--- config.mk ---
export PLATFORM = sky130hd
export DESIGN_NAME = i2c_ctl_top
export DESIGN_NICKNAME = d
export VERILOG_FILES = /design/src/rtl/i2c_ctl_pkg.sv /design/src/rtl/i2c_ctl_rdmux.sv /design/src/rtl/i2c_ctl_busreq.sv /design/src/rtl/i2c_ctl_top.sv
export SDC_FILE = /design/constraint.sdc
export NUM_CORES = 1
export LEC_CHECK = 0
export BUFFER_PORTS_ARGS = -buffer_cell sky130_fd_sc_hd__buf_2
export CAP_MARGIN = 0
export CORE_UTILIZATION = 55
export CTS_BUF_LIST = sky130_fd_sc_hd__clkbuf_8
export DETAILED_ROUTE_END_ITERATION = 6
export PLACE_DENSITY = 0.76
export SYNTH_ARGS = -nofsm -noshare
export SYNTH_HDL_FRONTEND = slang
export SYNTH_SLANG_ARGS = --single-unit
--- constraint.sdc ---
create_clock -name clk -period 2.91 [get_ports clk]
set_input_delay 0.4365 -clock clk [delete_from_list [all_inputs] [get_ports clk]]
set_output_delay 0.4365 -clock clk [all_outputs]
set_load 0.01 [all_outputs]
--- src/rtl/i2c_ctl_pkg.sv ---
package i2c_ctl_pkg;

    localparam int REG_W   = 8;
    localparam int PHASE_W = 5;
    localparam int OFS_W   = 6;

    typedef enum logic [PHASE_W-1:0] {
        PH_BUS_ERR  = 5'd0,
        PH_START    = 5'd1,
        PH_RSTART   = 5'd2,
        PH_WA_ACK   = 5'd3,
        PH_WA_NACK  = 5'd4,
        PH_TX_ACK   = 5'd5,
        PH_TX_NACK  = 5'd6,
        PH_ARB_LOST = 5'd7,
        PH_RA_ACK   = 5'd8,
        PH_RA_NACK  = 5'd9,
        PH_RX_ACK   = 5'd10,
        PH_RX_NACK  = 5'd11,
        PH_IDLE     = 5'h1F
    } phase_t;

    typedef enum logic [1:0] {
        OP_ADDR = 2'd0,
        OP_SEND = 2'd1,
        OP_RECV = 2'd2,
        OP_STOP = 2'd3
    } bus_op_t;

    typedef enum logic [2:0] {
        PEND_NONE,
        PEND_ADDR,
        PEND_SEND,
        PEND_RECV,
        PEND_STOP,
        PEND_STOP_NEXT
    } pend_t;

    localparam logic [OFS_W-1:0] OFS_TADDR = 6'h00;
    localparam logic [OFS_W-1:0] OFS_XADDR = 6'h04;
    localparam logic [OFS_W-1:0] OFS_DATA  = 6'h08;
    localparam logic [OFS_W-1:0] OFS_CTRL  = 6'h0C;
    localparam logic [OFS_W-1:0] OFS_STAT  = 6'h10;
    localparam logic [OFS_W-1:0] OFS_CLK   = 6'h14;
    localparam logic [OFS_W-1:0] OFS_SRST  = 6'h18;
    localparam logic [OFS_W-1:0] OFS_FEAT  = 6'h1C;
    localparam logic [OFS_W-1:0] OFS_LINE  = 6'h20;

    localparam logic [REG_W-1:0] CTRL_MASK = 8'hFC;
    localparam logic [REG_W-1:0] CLK_MASK  = 8'h7F;
    localparam logic [REG_W-1:0] FEAT_MASK = 8'h03;
    localparam logic [REG_W-1:0] LINE_MASK = 8'h3F;
    localparam logic [REG_W-1:0] LINE_RST  = 8'h3A;

    localparam int B_IEN  = 7;
    localparam int B_BEN  = 6;
    localparam int B_STA  = 5;
    localparam int B_STP  = 4;
    localparam int B_FLAG = 3;
    localparam int B_AACK = 2;

    typedef struct packed {
        logic [REG_W-1:0] taddr;
        logic [REG_W-1:0] xaddr;
        logic [REG_W-1:0] data;
        logic [REG_W-1:0] cntr;
        logic [REG_W-1:0] clkc;
        logic [REG_W-1:0] feat;
        logic [REG_W-1:0] line;
        logic             srst;
        phase_t           stat;
        logic             irq;
        pend_t            pend;
        logic [REG_W-1:0] rdata;
        logic             rvalid;
    } ctl_st_t;

endpackage

--- src/rtl/i2c_ctl_rdmux.sv ---
module i2c_ctl_rdmux
    import i2c_ctl_pkg::*;
(
    input  ctl_st_t           st,
    input  logic [OFS_W-1:0]  ofs,
    output logic [REG_W-1:0]  value
);

    logic [REG_W-1:0] stat_byte;
    assign stat_byte = {st.stat, 3'b000};

    always_comb begin
        unique case (ofs)
            OFS_TADDR: value = st.taddr;
            OFS_XADDR: value = st.xaddr;
            OFS_DATA:  value = st.data;
            OFS_CTRL:  value = st.cntr;
            OFS_STAT:  value = stat_byte;
            OFS_CLK:   value = st.clkc;
            OFS_SRST:  value = {{(REG_W-1){1'b0}}, st.srst};
            OFS_FEAT:  value = st.feat;
            OFS_LINE:  value = st.line;
            default:   value = '0;
        endcase
    end

endmodule

--- src/rtl/i2c_ctl_busreq.sv ---
module i2c_ctl_busreq
    import i2c_ctl_pkg::*;
(
    input  logic             clk,
    input  logic             rst_n,
    input  logic             launch,
    input  bus_op_t          launch_op,
    input  logic [REG_W-1:0] launch_byte,
    input  logic             done,
    output logic             req,
    output bus_op_t          op,
    output logic [REG_W-1:0] byte_o
);

    typedef struct packed {
        logic             req;
        bus_op_t          op;
        logic [REG_W-1:0] bval;
    } breq_t;

    breq_t q, d;

    always_comb begin
        d = q;
        if (launch) begin
            d.req  = 1'b1;
            d.op   = launch_op;
            d.bval = launch_byte;
        end else if (q.req && done) begin
            d.req = 1'b0;
        end
    end

    always_ff @(posedge clk or negedge rst_n) begin
        if (!rst_n) begin
            q <= '{req: 1'b0, op: OP_STOP, bval: '0};
        end else begin
            q <= d;
        end
    end

    assign req    = q.req;
    assign op     = q.op;
    assign byte_o = q.bval;

endmodule

--- src/rtl/i2c_ctl_top.sv ---
module i2c_ctl_top
    import i2c_ctl_pkg::*;
#(
    parameter bit CLR_ON_ONE = 1'b0
) (
    input  logic              clk,
    input  logic              rst_n,
    input  logic              reg_wr,
    input  logic              reg_rd,
    input  logic [OFS_W-1:0]  reg_addr,
    input  logic [REG_W-1:0]  reg_wdata,
    output logic              reg_ready,
    output logic [REG_W-1:0]  reg_rdata,
    output logic              reg_rvalid,
    output logic              bus_req,
    output logic [1:0]        bus_op,
    output logic [REG_W-2:0]  bus_addr,
    output logic              bus_rw,
    output logic [REG_W-1:0]  bus_wbyte,
    input  logic              bus_done,
    input  logic              bus_ack,
    input  logic [REG_W-1:0]  bus_rbyte,
    output logic              irq
);

    ctl_st_t q, d;

    logic             launch;
    bus_op_t          launch_op;
    logic [REG_W-1:0] launch_byte;
    bus_op_t          op_w;
    logic [REG_W-1:0] byte_w;
    logic [REG_W-1:0] mux_val;
    logic             bus_fin;
    logic             acc_wr;
    logic             acc_rd;

    // views for the bound checker
    logic [REG_W-1:0] cntr_w;
    phase_t           stat_w;
    logic             srst_w;

    function automatic ctl_st_t reset_state();
        ctl_st_t s;
        s.taddr  = '0;
        s.xaddr  = '0;
        s.data   = '0;
        s.cntr   = '0;
        s.clkc   = '0;
        s.feat   = '0;
        s.line   = LINE_RST;
        s.srst   = 1'b0;
        s.stat   = PH_IDLE;
        s.irq    = 1'b0;
        s.pend   = PEND_NONE;
        s.rdata  = '0;
        s.rvalid = 1'b0;
        return s;
    endfunction

    // set the flag (and line when enabled) if the block is active
    function automatic ctl_st_t raise_flag(ctl_st_t s);
        ctl_st_t r;
        r = s;
        if (!r.srst && r.cntr[B_BEN] && (r.stat != PH_IDLE)) begin
            r.cntr[B_FLAG] = 1'b1;
            if (r.cntr[B_IEN]) begin
                r.irq = 1'b1;
            end
        end
        return r;
    endfunction

    function automatic phase_t rx_phase(logic aack);
        return aack ? PH_RX_ACK : PH_RX_NACK;
    endfunction

    i2c_ctl_rdmux u_rdmux (
        .st    (q),
        .ofs   (reg_addr),
        .value (mux_val)
    );

    assign reg_ready = (q.pend == PEND_NONE);
    assign bus_fin   = bus_req && bus_done;
    assign acc_wr    = reg_ready && reg_wr;
    assign acc_rd    = reg_ready && reg_rd && !reg_wr;

    always_comb begin
        d           = q;
        d.rvalid    = 1'b0;
        launch      = 1'b0;
        launch_op   = OP_STOP;
        launch_byte = q.data;

        if (q.pend == PEND_STOP_NEXT) begin
            launch    = 1'b1;
            launch_op = OP_STOP;
            d.pend    = PEND_STOP;
        end else if (bus_fin) begin
            d.pend = PEND_NONE;
            unique case (q.pend)
                PEND_ADDR: begin
                    if (bus_ack) begin
                        d.stat = q.data[0] ? PH_RA_ACK : PH_WA_ACK;
                        d      = raise_flag(d);
                    end else begin
                        d.stat = PH_WA_NACK;
                    end
                end
                PEND_SEND: begin
                    if (bus_ack) begin
                        d.stat = PH_TX_ACK;
                        d      = raise_flag(d);
                    end else begin
                        d.stat = PH_TX_NACK;
                        d.pend = PEND_STOP_NEXT;
                    end
                end
                PEND_RECV: begin
                    d.data   = bus_rbyte;
                    d.rdata  = bus_rbyte;
                    d.rvalid = 1'b1;
                    d.stat   = rx_phase(q.cntr[B_AACK]);
                    d        = raise_flag(d);
                end
                default: ;
            endcase
        end else if (acc_wr) begin
            unique case (reg_addr)
                OFS_TADDR: d.taddr = reg_wdata;
                OFS_XADDR: d.xaddr = reg_wdata;
                OFS_CLK:   d.clkc  = reg_wdata & CLK_MASK;
                OFS_FEAT:  d.feat  = reg_wdata & FEAT_MASK;
                OFS_LINE:  d.line  = reg_wdata & LINE_MASK;
                OFS_SRST: begin
                    if (!reg_wdata[0] && q.srst) begin
                        d = reset_state();
                    end else begin
                        d.srst = reg_wdata[0];
                    end
                end
                OFS_DATA: begin
                    if (!q.srst && q.cntr[B_BEN]) begin
                        d.data = reg_wdata;
                        unique case (q.stat)
                            PH_START, PH_RSTART: begin
                                launch      = 1'b1;
                                launch_op   = OP_ADDR;
                                launch_byte = reg_wdata;
                                d.pend      = PEND_ADDR;
                            end
                            PH_WA_ACK, PH_TX_ACK: begin
                                launch      = 1'b1;
                                launch_op   = OP_SEND;
                                launch_byte = reg_wdata;
                                d.pend      = PEND_SEND;
                            end
                            default: ;
                        endcase
                    end
                end
                OFS_CTRL: begin
                    if (!q.srst) begin
                        d.cntr = reg_wdata & CTRL_MASK;
                        if (d.cntr[B_STA]) begin
                            d.stat = (q.stat == PH_IDLE) ? PH_START : PH_RSTART;
                            d.cntr[B_STA] = 1'b0;
                        end
                        if (d.cntr[B_STP]) begin
                            if (q.stat != PH_IDLE) begin
                                launch    = 1'b1;
                                launch_op = OP_STOP;
                                d.pend    = PEND_STOP;
                            end
                            d.stat = PH_IDLE;
                            d.cntr[B_STP] = 1'b0;
                        end
                        if (!CLR_ON_ONE && !d.cntr[B_FLAG]) begin
                            d.irq = 1'b0;
                        end else if (CLR_ON_ONE && d.cntr[B_FLAG]) begin
                            d.cntr[B_FLAG] = 1'b0;
                            d.irq = 1'b0;
                        end
                        if (!d.cntr[B_AACK] && (d.stat == PH_RX_ACK)) begin
                            d.stat = PH_RX_NACK;
                        end else if (d.cntr[B_AACK] && (d.stat == PH_RX_NACK)) begin
                            d.stat = PH_RX_ACK;
                        end
                        d = raise_flag(d);
                    end
                end
                default: ;
            endcase
        end else if (acc_rd) begin
            d.rdata  = mux_val;
            d.rvalid = 1'b1;
            if (reg_addr == OFS_DATA &&
                (q.stat == PH_RA_ACK || q.stat == PH_RX_ACK || q.stat == PH_RX_NACK)) begin
                launch    = 1'b1;
                launch_op = OP_RECV;
                d.pend    = PEND_RECV;
                d.rvalid  = 1'b0;
            end else if (reg_addr == OFS_STAT && q.stat == PH_RA_ACK) begin
                d.stat = rx_phase(q.cntr[B_AACK]);
                d      = raise_flag(d);
            end
        end
    end

    always_ff @(posedge clk or negedge rst_n) begin
        if (!rst_n) begin
            q <= reset_state();
        end else begin
            q <= d;
        end
    end

    i2c_ctl_busreq u_busreq (
        .clk         (clk),
        .rst_n       (rst_n),
        .launch      (launch),
        .launch_op   (launch_op),
        .launch_byte (launch_byte),
        .done        (bus_done),
        .req         (bus_req),
        .op          (op_w),
        .byte_o      (byte_w)
    );

    assign bus_op     = op_w;
    assign bus_addr   = byte_w[REG_W-1:1];
    assign bus_rw     = byte_w[0];
    assign bus_wbyte  = byte_w;
    assign reg_rdata  = q.rdata;
    assign reg_rvalid = q.rvalid;
    assign irq        = q.irq;
    assign cntr_w     = q.cntr;
    assign stat_w     = q.stat;
    assign srst_w     = q.srst;

endmodule

* After elaboration in Yosys (flattened, before gate mapping)
Cells that the tools add are included.
** Storage, ports and cells
- Bits in registers :: 86
- Bits of input ports :: 28
- Word-level logic and storage cells :: 216
- Output and inout port bits :: 30
** Cells by class
- Equal/unequal tests :: 53
- Muxes and demuxes :: 93
- Bitwise logic cells :: 3
- Reduce and logical (&&, ||, !) cells :: 50
** Operators by type and width (count)
- $mux W75 :: 3
- $pmux W59 S3 :: 1
- $pmux W8 S3 :: 6
- $pmux W8 S9 :: 1
- $mux W5 :: 14
- $mux W8 :: 8
- $mux W63 :: 1
- $mux W29 :: 2
- $mux W56 :: 1
- $mux W51 :: 1
- $mux W47 :: 1
- $reduce_and A6 Y1 :: 6
- $mux W1 :: 30
- $ne A5 B5 Y1 const B :: 6
- $eq A5 B4 Y1 const B :: 5
- $eq A6 B5 Y1 const B :: 4
- $ne A3 B3 Y1 const B :: 7
- $mux W18 :: 1
- $mux W3 :: 6
- $pmux W9 S2 :: 1
- $reduce_and A9 Y1 :: 2
- $pmux W8 S2 :: 1
- $reduce_and A8 Y1 :: 2
- $reduce_bool A2 Y1 :: 8
- 40 further kinds :: 81

* Logic depth before layout (Yosys ltp)
Gate-level depths: netlist (run 1).
- Depth in word-level cells :: 26
- Gate-level depth with buffers :: 8
- Depth with buffers taken out :: 5

* By module
Synthesis (run 1) repeated with hierarchy kept, for this count alone.
** Second synthesis, totals
- Cells, all modules :: 462
- Area total of the unflattened synthesis :: 4707.0 um2
** Modules (own cells, without submodules)
- i2c_ctl_top :: area each 3667.3 um2, sequential area each 1562.7 um2, cells an instance 365, instances 1
- i2c_ctl_rdmux :: area each 591.8 um2, sequential area each 0.0 um2, cells an instance 73, instances 1
- i2c_ctl_busreq :: area each 447.9 um2, sequential area each 277.8 um2, cells an instance 24, instances 1

* Worst setup path after synthesis (run 1)
OpenSTA, ideal clock, no wires.
- Path kind :: input to register
- From :: input reg_addr[4]
- To :: register u_busreq.q, in the netlist u_busreq.byte_o[0]
- Data required time :: 2.785 ns
- Arrival :: 2.408 ns
- Slack :: 0.378 ns
- Stages :: 6
- Buffers on the path :: 1
- Setup time :: 0.125 ns
- Cells stage by stage :: buf_2 nor4_2 nand4_1 nor2_1 mux2_2 mux2_2
** On the way
- Cells in the longest elaborated chain, start to end :: 7
- Elaborated cells on any way between the ends :: 13
- Classes of those cells :: 2 x eq/ne; 10 x mux; 1 x reduce/logical
** Ends and longest elaborated chain
- from (decl) :: RTL line i2c_ctl_top.sv:10 : input logic [OFS_W-1:0] reg_addr,
- $eq A6 B4 Y1 :: RTL line i2c_ctl_top.sv:130, i2c_ctl_top.sv:198
- $logic_and A1 B1 Y1 :: RTL line i2c_ctl_top.sv:198 : if (reg_addr == OFS_DATA &&
- $mux W1 :: RTL line i2c_ctl_top.sv:198
- $mux W1 :: RTL line i2c_ctl_top.sv:195 : end else if (acc_rd) begin
- $mux W1 :: RTL line i2c_ctl_top.sv:129 : end else if (acc_wr) begin
- $mux W1 :: RTL line i2c_ctl_top.sv:100 : end else if (bus_fin) begin
- $mux W1 :: RTL line i2c_ctl_top.sv:96 : if (q.pend == PEND_STOP_NEXT) begin
- to (signal assigned) :: RTL line i2c_ctl_busreq.sv:36 : q <= '{req: 1'b0, op: OP_STOP, bval: '0};
- to (decl) :: RTL line i2c_ctl_busreq.sv:21 : breq_t q, d;
Several ways; a longest one is shown, not always the timed one.
A chain may end at the register's enable or synchronous reset.

* Worst setup path after layout (run 1)
- From :: register q[9] in the netlist's numbering
- To :: register q[67] in the netlist's numbering
** On the way
- Cells in the longest elaborated chain, start to end :: 4
- Elaborated cells on any way between the ends :: 7
- Classes of those cells :: 1 x eq/ne; 2 x mux; 1 x bitwise; 3 x reduce/logical
** Ends and longest elaborated chain
- from (decl) :: RTL line i2c_ctl_top.sv:26 : ctl_st_t q, d;
- from (signal assigned) :: RTL line i2c_ctl_top.sv:213 : q <= reset_state();
- $logic_not A3 Y1 :: RTL line i2c_ctl_top.sv:84 : assign reg_ready = (q.pend == PEND_NONE);
- $logic_and A1 B1 Y1 :: RTL line i2c_ctl_top.sv:86 : assign acc_wr = reg_ready && reg_wr;
- $mux W75 :: RTL line i2c_ctl_top.sv:129
- $mux W75 :: RTL line i2c_ctl_top.sv:100
Several ways; a longest one is shown, not always the timed one. The select of a mux whose other input is x is not followed.

==> results of run 1 <==
[kinds of logic after synthesis]
kind of cell / count (synthesis) / synth area share
compound gates: 107 / 0.185
xor+xnor: 3 / 0.00575
buf+inv: 53 / 0.0611
flops: 73 / 0.403
mux: 64 / 0.166
simple gates: 139 / 0.180
[power by group]
| group | switching, µW | internal [µW] |
|---|---|---|
| Combinational | 459 | 404 |
| Sequential | 253 | 1240 |
| Clock | 408 | 307 |
[worst max path at each step]
stage	endpoint	cells past startpoint	slack, ns
after CTS	q[67]$_DFFE_PN0P_	5	0.38
after global routing	u_busreq.byte_o[1]$_DFFE_PN0P_	5	0.21
after detailed placement	u_busreq.byte_o[1]$_DFFE_PN0P_	7	0.33
after floorplan	u_busreq.byte_o[0]$_DFFE_PN0P_	6	0.38
after global placement	q[71]$_DFFE_PN0P_	5	0.40
final	q[67]$_DFFE_PN0P_	5	0.35
[metrics by stage]
step / util / cells / total power [µW] / area [µm²]
after global placement: 0.623 / 577 / 2320 / 4910
after global routing: 0.644 / 592 / 3210 / 5080
after floorplan: - / 439 / 2020 / 4570
after CTS: 0.644 / 592 / 3060 / 5080
after detailed placement: 0.623 / 577 / 2340 / 4910
final: 0.644 / 592 / 3070 / 5080
[cell type report]
| class | count | share of cell area |
|---|---|---|
| multi-input cells | 313 | 0.482 |
| flip-flops and latches | 73 | 0.362 |
| repair buffers | 80 | 0.0906 |
| well taps | 102 | 0.0251 |
| clock buffers | 9 | 0.0244 |
| clock inverters | 6 | 0.00886 |
| inverters | 9 | 0.00665 |
[registers in the layout, indices dropped and copies added, names as in the netlist]
register,cells
reg_rdata,8
srst_w,1
cntr_w,4
q,42
u_busreq.op,2
stat_w,5
u_busreq.req,1
irq,1
reg_rvalid,1
u_busreq.byte_o,8
[cell usage in the layout (no fill, tap or decap), drive strengths merged, types with 4 or more instances in the layout]
cell and n:
o211ai 5, mux2 50, a21oi 16, nor2b 5
nor4b 4, dfrtp 62, nand3 12, o21ai 16
a31oi 4, buf 80, nor3 10, a32o 4
nand2b 13, inv 10, nand2 24, a211o 4
a221o 15, nor2 23, a211oi 7, and2 9
a22oi 4, nor4 6, and3 13, mux2i 12
dfstp 11, clkbuf 9
[per-layer routing]
layer / up-vias / part of all wire
li1: 1752 / -
met1: 1960 / 0.41
met2: 217 / 0.47
met3: 48 / 0.071
met4: 0 / 0.049
met5: - / 0
==> metrics, run 1 <==
synthesized area per cell 10.4 µm²; Synth Instances 439; Worst-Skew Late Latency 0.36 ns; Final TNS setup 0 ns; top-count cell post-synth dfrtp_1; Post-synth EDFFs 0; CTS tree yes; M1 GR Usage 0.417; clock tree buffer depth 2; ys async rst share 1.00; Die ar. 0.00868 mm²; kind of critical path reg2reg; initial antenna violation count 0; Crit Path Max Fanout 14; Mapped Area 0.00457 mm²; vias in the first global route 3830; CP delay by family, top simple AND/OR/NAND/NOR gates; RSZ-0062 raised after global routing no; io pins 58; Sequential cell area 0.00184 mm²; CP arrival 2.81 ns; Place WS 0.327 ns; top cells by instance count after synthesis dfrtp_1 (62), mux2_2 (42), nand2_1 (24); Slew Viols, Final 0; YS warnings 0; Synth top area share 0.340; status completed; # fillers 652; Slew @ Worst Pin 0.942 ns; R2R cell count 5; DRT iter0 DRCs 373; Crit. End Element flop; gr usage total 0.322; PostCTS Resize Cnt 0; vias per cell 6.72; final hold violation count 0; worst reg2reg path endpoint q[67]$_DFFE_PN0P_; root buf cell clkbuf_8; Hold WC Path Type in2async; final setup violation count 0; Final GP Congestion 0.941; final WL 13100 µm; Rows 32; Post-DP HPWL 9590 µm; CP Cell Sequence or4b_4 > nor2_8 > o211ai_4 > or4_4 > mux2_4; Slew HR 0.372; critical path data required time 3.15 ns; crit path launch type flop; synth top area cells dfrtp_1 (34%), mux2_2 (10%), dfstp_2 (6.3%); GRT overflow 0; Crit. Startpoint q[9]$_DFFE_PN0P_; peak per-stage delay on the critical path 0.65 ns; register area share after synthesis 0.403; Leakage 0.00236 µW; Core Box Area 0.00789 mm²; met2 Usage GRT 0.514; H-tree Lvls 3; postcts setup bufs 0; Die H 93.2 µm; Yosys reg bits 73; Num CTS Buffers 9; first drt pass iteration count 5; Distinct cells, synth 74; final net count 514; area growth from synthesis to layout 11.2%; clock sinks 73; Initial Utilization 0.579; Antenna diodes 0; first-pass GRT wire length 20900 µm; worst setup margin 0.348 ns; GR peak layer met2; leading area contributor after synthesis dfrtp_1; Multi-input gate area 0.00245 mm²; via count 3977; share of post-route cells with drive strength above 1 0.355; Fmax achieved 390 MHz; max-cap violation count 0; hold_buf cts 0; Primary FF master, synth dfrtp_1; RR Startpoint q[9]$_DFFE_PN0P_; wire length per cell 22.2 µm; post-synth net total 467; Bufs and invs on worst path 0; Hold WS 0.195 ns; # DRC 0; met3 usage 0.0512; PortBufs 57; Die Width 93.2 µm; post-layout min period 2.56 ns; Worst path slowest cell or4_4; largest net degree at the start of global routing 74; clk_skew 0.0120 ns; period utilization 0.881; R2R Setup Slk 0.35 ns; Reg clk slew, reported paths 0.08 ns; pwr dens 603 mW/mm²; Detail Route Antenna Nets 0; Max VDD drop 374 µV
(Power assumes the default switching activity.)
==> run 2: changes to the inputs <==
SYNTH_HIERARCHICAL = 1   (was unset)
==> run 2 against run 1 <==
  * Clock skew up 0.0022 ns
  * Design area up 3.1%
  * Clock power is 2% higher
  * Die area up 2.9%
  * Critical path type unchanged
  * First-iteration DRC count is 9.4% higher
  * Count of clock-buffer cells in the layout unchanged
  * Sequential share of layout area is 1.1 points lower
  * Register-to-register slack barely moved
  * Global-route usage down 2.1 points
  * Wire length is 1.7% lower
  * Utilization down 1.0 points
  * Via count up 1.3%
==> metrics, run 2 <==
R2R cell count 5 (unchanged); PortBufs 57 (unchanged); Reg clk slew, reported paths 0.08 ns (about the same); ys async rst share 1.00 (unchanged); # DRC 0 (unchanged); postcts setup bufs 0 (unchanged); Reg with most FFs q (unchanged); CP Cell Sequence or4b_1 > a211o_2 > nor3_4 > mux2_2 > mux2_4 (was or4b_4 > nor2_8 > o211ai_4 > or4_4 > mux2_4); largest net degree at the start of global routing 47 (was 74); PostCTS Resize Cnt 0 (unchanged); peak per-stage delay on the critical path 0.56 ns (was 0.65 ns); GRT overflow 0 (unchanged); status completed (unchanged); Antenna diodes 0 (unchanged); Synth Instances 462 (was 439); Primary FF master, synth dfrtp_1 (unchanged); final WL 12900 µm (was 13100 µm); worst setup margin 0.340 ns (was 0.348 ns); synthesized area per cell 10.2 µm² (was 10.4 µm²); Crit. Startpoint stat_w[4]$_DFFE_PN1P_ (was q[9]$_DFFE_PN0P_); leading area contributor after synthesis dfrtp_1 (unchanged); Slew Viols, Final 0 (unchanged); area growth from synthesis to layout 11.3% (was 11.2%); Yosys reg bits 73 (unchanged); worst reg2reg path endpoint u_busreq/byte_o[4]$_DFFE_PN0P_ (was q[67]$_DFFE_PN0P_); Rows 33 (was 32); max-cap violation count 0 (unchanged); first-pass GRT wire length 20000 µm (was 20900 µm); Leakage 0.00252 µW (was 0.00236 µW); CTS tree yes (unchanged); Crit. End Element flop (unchanged); hold_buf cts 0 (unchanged); post-layout min period 2.57 ns (was 2.56 ns); Core Box Area 0.00826 mm² (was 0.00789 mm²); R2R Setup Slk 0.34 ns (was 0.35 ns); DRT iter0 DRCs 408 (was 373); Slew @ Worst Pin 0.798 ns (was 0.942 ns); final setup violation count 0 (unchanged); H-tree Lvls 3 (unchanged); register area share after synthesis 0.391 (was 0.403); final net count 548 (was 514); vias per cell 6.40 (was 6.72); Initial Utilization 0.570 (was 0.579); Die ar. 0.00893 mm² (was 0.00868 mm²); Die Width 94.5 µm (was 93.2 µm); Distinct cells, synth 67 (was 74); Detail Route Antenna Nets 0 (unchanged); RSZ-0062 raised after global routing no (unchanged); Hold WC Path Type in2async (unchanged); initial antenna violation count 0 (unchanged); Crit Path Max Fanout 9 (was 14); Place WS 0.341 ns (was 0.327 ns); Worst path slowest cell or4b_1 (was or4_4); clock tree buffer depth 2 (unchanged); final hold violation count 0 (unchanged); Post-synth EDFFs 0 (unchanged); Final GP Congestion 0.939 (was 0.941); via count 4029 (was 3977); share of post-route cells with drive strength above 1 0.352 (was 0.355); top-count cell post-synth dfrtp_1 (unchanged); Synth top area share 0.330 (was 0.340); Mapped Area 0.00471 mm² (was 0.00457 mm²); Num CTS Buffers 9 (unchanged); Die H 94.5 µm (was 93.2 µm); Levels on crit path 5 (unchanged); Worst-Skew Late Latency 0.36 ns (about the same); CP arrival 2.81 ns (about the same); pwr dens 552 mW/mm² (was 603 mW/mm²); vias in the first global route 3745 (was 3830); crit path launch type flop (unchanged); Post-DP HPWL 9450 µm (was 9590 µm); max FFs per register 42 (unchanged); # fillers 697 (was 652); CP delay by family, top simple AND/OR/NAND/NOR gates (unchanged); period utilization 0.883 (was 0.881); first drt pass iteration count 5 (unchanged); most common cell after layout, fill and taps aside dfrtp_1 (unchanged); critical path data required time 3.15 ns (about the same); Bufs and invs on worst path 0 (unchanged); wire length per cell 20.5 µm (was 22.2 µm); io pins 58 (unchanged); YS warnings 6 (was 0); gr usage total 0.301 (was 0.322); clock sinks 73 (unchanged); Final TNS setup 0 ns (unchanged); highest-count cells in the layout ignoring fill and taps dfrtp_1 (62), buf_2 (57), mux2_2 (44) (was dfrtp_1 (62), buf_2 (56), mux2_2 (42)); synth top area cells dfrtp_1 (33%), mux2_2 (11%), dfstp_2 (6.1%) (was dfrtp_1 (34%), mux2_2 (10%), dfstp_2 (6.3%)); kind of critical path reg2reg (unchanged); clk_skew 0.0142 ns (was 0.0120 ns); top cells by instance count after synthesis dfrtp_1 (62), mux2_2 (44), nand2_1 (31) (was dfrtp_1 (62), mux2_2 (42), nand2_1 (24)); Slew HR 0.464 (was 0.372); Max VDD drop 286 µV (was 374 µV); root buf cell clkbuf_8 (unchanged); RR Startpoint stat_w[4]$_DFFE_PN1P_ (was q[9]$_DFFE_PN0P_); Fmax achieved 389 MHz (was 390 MHz)
run 2: changes by cell type in the layout (fill, tap and decap cells not counted), moves of 5 or more:
cell	previous run	this run
a221o_1	15	0
conb_1	0	13
a22oi_1	4	15
inv_1	9	20
a222oi_1	0	8
nand2b_1	13	5
and2_1	9	2
nand2_1	24	31
nor2_1	22	29
nor4_1	4	9
o21ai_0	16	21
run 2: area by class of cell:
type,count,area (µm²),area share
well taps,105,131,0.0251
repair buffers,78,455,0.0870
flip-flops and latches,73,1840,0.351
clock inverters,7,46.3,0.00884
clock buffers,9,124,0.0237
multi-input cells,339,2570,0.490
inverters,19,71.3,0.0136
run 2: logic make-up after synthesis:
kind of cell | after synthesis | share of synthesized area
AND/OR/NAND/NOR | 143 | 0.179
multiplexers | 69 | 0.174
other | 1 | 0.000797
XOR/XNOR | 3 | 0.00558
flip-flops | 73 | 0.391
AO/OA/AOI/OAI | 111 | 0.177
buffers and inverters | 62 | 0.0728
run 2: worst max-delay path by stage:
stage,end,slack (ns)
detailed placement,reg_rdata[1]$_DFFE_PN0P_,0.34
global route,u_busreq/byte_o[4]$_DFFE_PN0P_,0.27
floorplan,u_busreq/byte_o[6]$_DFFE_PN0P_,0.57
CTS,u_busreq/byte_o[6]$_DFFE_PN0P_,0.36
finish,u_busreq/byte_o[4]$_DFFE_PN0P_,0.34
global placement,reg_rdata[5]$_DFFE_PN0P_,0.38
run 2: per-stage QoR:
stage	hold slack, ns	instances	utilization	power (µW)	instance area, µm²
after floorplan	0.141	474	-	1860	4750
after global placement	0.462	614	0.614	2140	5070
after detailed placement	0.466	614	0.614	2160	5070
after CTS	0.144	630	0.634	2870	5240
after global routing	0.181	630	0.634	3020	5240
final	0.121	630	0.634	2890	5240
run 2: power by group:
part           internal (µW)  leakage (µW)  total (µW)  switching, µW
Sequential              1170      0.000972        1300            137
Combinational            342       0.00146         859            516
Clock                    308     0.0000868         729            421
run 2: routing by layer:
layer / vias up / global-route usage / wire length (µm)
met5: - / 0 / 0
li1: 1819 / - / -
met4: 0 / 0.110 / 329
met1: 1940 / 0.436 / 5700
met2: 233 / 0.456 / 5790
met3: 37 / 0.0443 / 1100
run 2: worst register-to-register path, stage by stage (launching register included):
cell and delay, ns:
dfstp_2 0.41, or4b_1 0.57, a211o_2 0.38, nor3_4 0.46, mux2_2 0.40, mux2_4 0.26
==> run 3: changes to the inputs <==
clock period = 2.7 ns   (was 2.91 ns; I/O delays follow)
==> run 3 against run 2 <==
  * Global-route usage up 1.8 points
  * Fmax up 0.93%
  * Register-to-register slack worse by 0.19 ns
  * Design area up 1.1%
  * Die area unchanged
  * Sequential power up 8%
  * Worst setup slack worse by 0.19 ns
  * Sequential share of layout area down 0.40 points
  * Cell count up 0.63%
  * Clock power up 23%
  * Critical path type unchanged
  * Largest power group unchanged
  * Highest routed layer unchanged
==> metrics, run 3 (synthesis gave the netlist of run 2 again) <==
Die H 94.5 µm (unchanged); R2R cell count 5 (unchanged); CP arrival 2.79 ns (was 2.81 ns); Initial Utilization 0.570 (unchanged); share of post-route cells with drive strength above 1 0.359 (was 0.352); Reg clk slew, reported paths 0.08 ns (about the same); met3 WL 1280 µm (was 1100 µm); Worst-Skew Late Latency 0.37 ns (was 0.36 ns); final WL 13300 µm (was 12900 µm); final hold violation count 0 (unchanged); Crit Path Max Fanout 9 (unchanged); final net count 552 (was 548); PortBufs 57 (unchanged); clock sinks 73 (unchanged); area growth from synthesis to layout 12.5% (was 11.3%); max FFs per register 42 (unchanged); H-tree Lvls 3 (unchanged); Final TNS setup 0 ns (unchanged); Slew Viols, Final 0 (unchanged); Hold WS 0.102 ns (was 0.121 ns); final instance area 0.00530 mm² (was 0.00524 mm²); Die Width 94.5 µm (unchanged); Num CTS Buffers 9 (unchanged); status completed (unchanged); placed cell areas 0.00510 mm² (was 0.00507 mm²); Reg with most FFs q (unchanged); Slew HR 0.427 (was 0.464); DRT iter0 DRCs 383 (was 408); Post-DP HPWL 9680 µm (was 9450 µm); Rows 33 (unchanged); core occupancy in the finished layout 0.642 (was 0.634); max-cap violation count 0 (unchanged); Crit. End Element flop (unchanged); root buf cell clkbuf_8 (unchanged); clk_skew 0.0111 ns (was 0.0142 ns); WL met2 5930 µm (was 5790 µm); worst reg2reg path endpoint u_busreq/byte_o[2]$_DFFE_PN0P_ (was u_busreq/byte_o[4]$_DFFE_PN0P_); via count 4125 (was 4029); pwr dens 610 mW/mm² (was 552 mW/mm²); Hold WC Path Type in2async (unchanged); gr usage total 0.319 (was 0.301); post-layout min period 2.55 ns (was 2.57 ns); Max VDD drop 308 µV (was 286 µV); kind of critical path reg2reg (unchanged); RR Startpoint stat_w[4]$_DFFE_PN1P_ (unchanged); wire length per cell 21.0 µm (was 20.5 µm); most common cell after layout, fill and taps aside dfrtp_1 (unchanged); GRT overflow 0 (unchanged); postcts setup bufs 0 (unchanged); RSZ-0062 raised after global routing no (unchanged); PostCTS Resize Cnt 0 (unchanged); io pins 58 (unchanged); hold_buf cts 0 (unchanged); # DRC 0 (unchanged); top routing layer in use met4 (unchanged); Die ar. 0.00893 mm² (unchanged); R2R Setup Slk 0.15 ns (was 0.34 ns); crit path launch type flop (unchanged); vias per cell 6.51 (was 6.40); Antenna diodes 0 (unchanged); largest net degree at the start of global routing 44 (was 47); first drt pass iteration count 6 (was 5); first-pass GRT wire length 21000 µm (was 20000 µm); highest-count cells in the layout ignoring fill and taps dfrtp_1 (62), buf_2 (57), mux2_2 (44) (unchanged); initial antenna violation count 0 (unchanged); Fmax achieved 393 MHz (was 389 MHz); period utilization 0.943 (was 0.883); vias in the first global route 3856 (was 3745); Detail Route Antenna Nets 0 (unchanged); Slew @ Worst Pin 0.854 ns (was 0.798 ns); Core Box Area 0.00826 mm² (unchanged); WL met1 5740 µm (was 5700 µm); Final GP Congestion 0.985 (was 0.939); CTS tree yes (unchanged); critical path data required time 2.95 ns (was 3.15 ns); clock tree buffer depth 2 (unchanged); Leakage 0.00255 µW (was 0.00252 µW); final setup violation count 0 (unchanged)
==> run 3: layout make-up <==
cell class	instances	area, µm²
Timing Repair Buffer	82	485
Tap cell	105	131
Clock inverter	7	76.3
Clock buffer	9	124
Sequential cell	73	1840
Fill cell	679	2960
Multi-Input combinational cell	339	2570
Inverter	19	71.3
==> run 3: how the worst max path moves through the flow <==
stage,start,endpoint,slack (ns),depth (start not counted)
4_1_cts,stat_w[4]$_DFFE_PN1P_,u_busreq/byte_o[1]$_DFFE_PN0P_,0.16,5
3_3_place_gp,stat_w[4]$_DFFE_PN1P_,u_busreq/byte_o[5]$_DFFE_PN0P_,0.23,5
2_1_floorplan,stat_w[4]$_DFFE_PN1P_,u_busreq/byte_o[6]$_DFFE_PN0P_,0.36,5
6_report,stat_w[4]$_DFFE_PN1P_,u_busreq/byte_o[2]$_DFFE_PN0P_,0.15,5
3_5_place_dp,reg_addr[1],u_busreq/byte_o[6]$_DFFE_PN0P_,0.18,9
5_1_grt,q[11]$_DFFE_PN0P_,q[38]$_DFFE_PN0P_,0.09,6
==> run 3: metal layers <==
layer / track usage / vias up
met4: 0.131 / 0
met3: 0.0580 / 30
met5: 0 / -
met2: 0.477 / 255
li1: - / 1832
met1: 0.453 / 2008
==> run 3: where the power goes <==
group / switching, µW / leakage [µW] / internal, µW
clock network: 465 / 0.0000962 / 433
registers: 149 / 0.000972 / 1260
logic: 552 / 0.00148 / 375
total: 1170 / 0.00255 / 2060
==> run 3: critical path, stage by stage, from the launching register on <==
cell and delay (ns):
dfstp_2 0.40, or4b_1 0.55, a211o_2 0.37, nor3_4 0.46, mux2_2 0.40, mux2_4 0.25
==> run 3: metrics by stage <==
stage	power, µW	std cells	setup slack (ns)
6_report	3230	634	0.154
5_1_grt	3400	634	0.0876
4_1_cts	3220	634	0.158
3_5_place_dp	2330	618	0.180
3_3_place_gp	2310	618	0.229
2_1_floorplan	2010	474	0.361
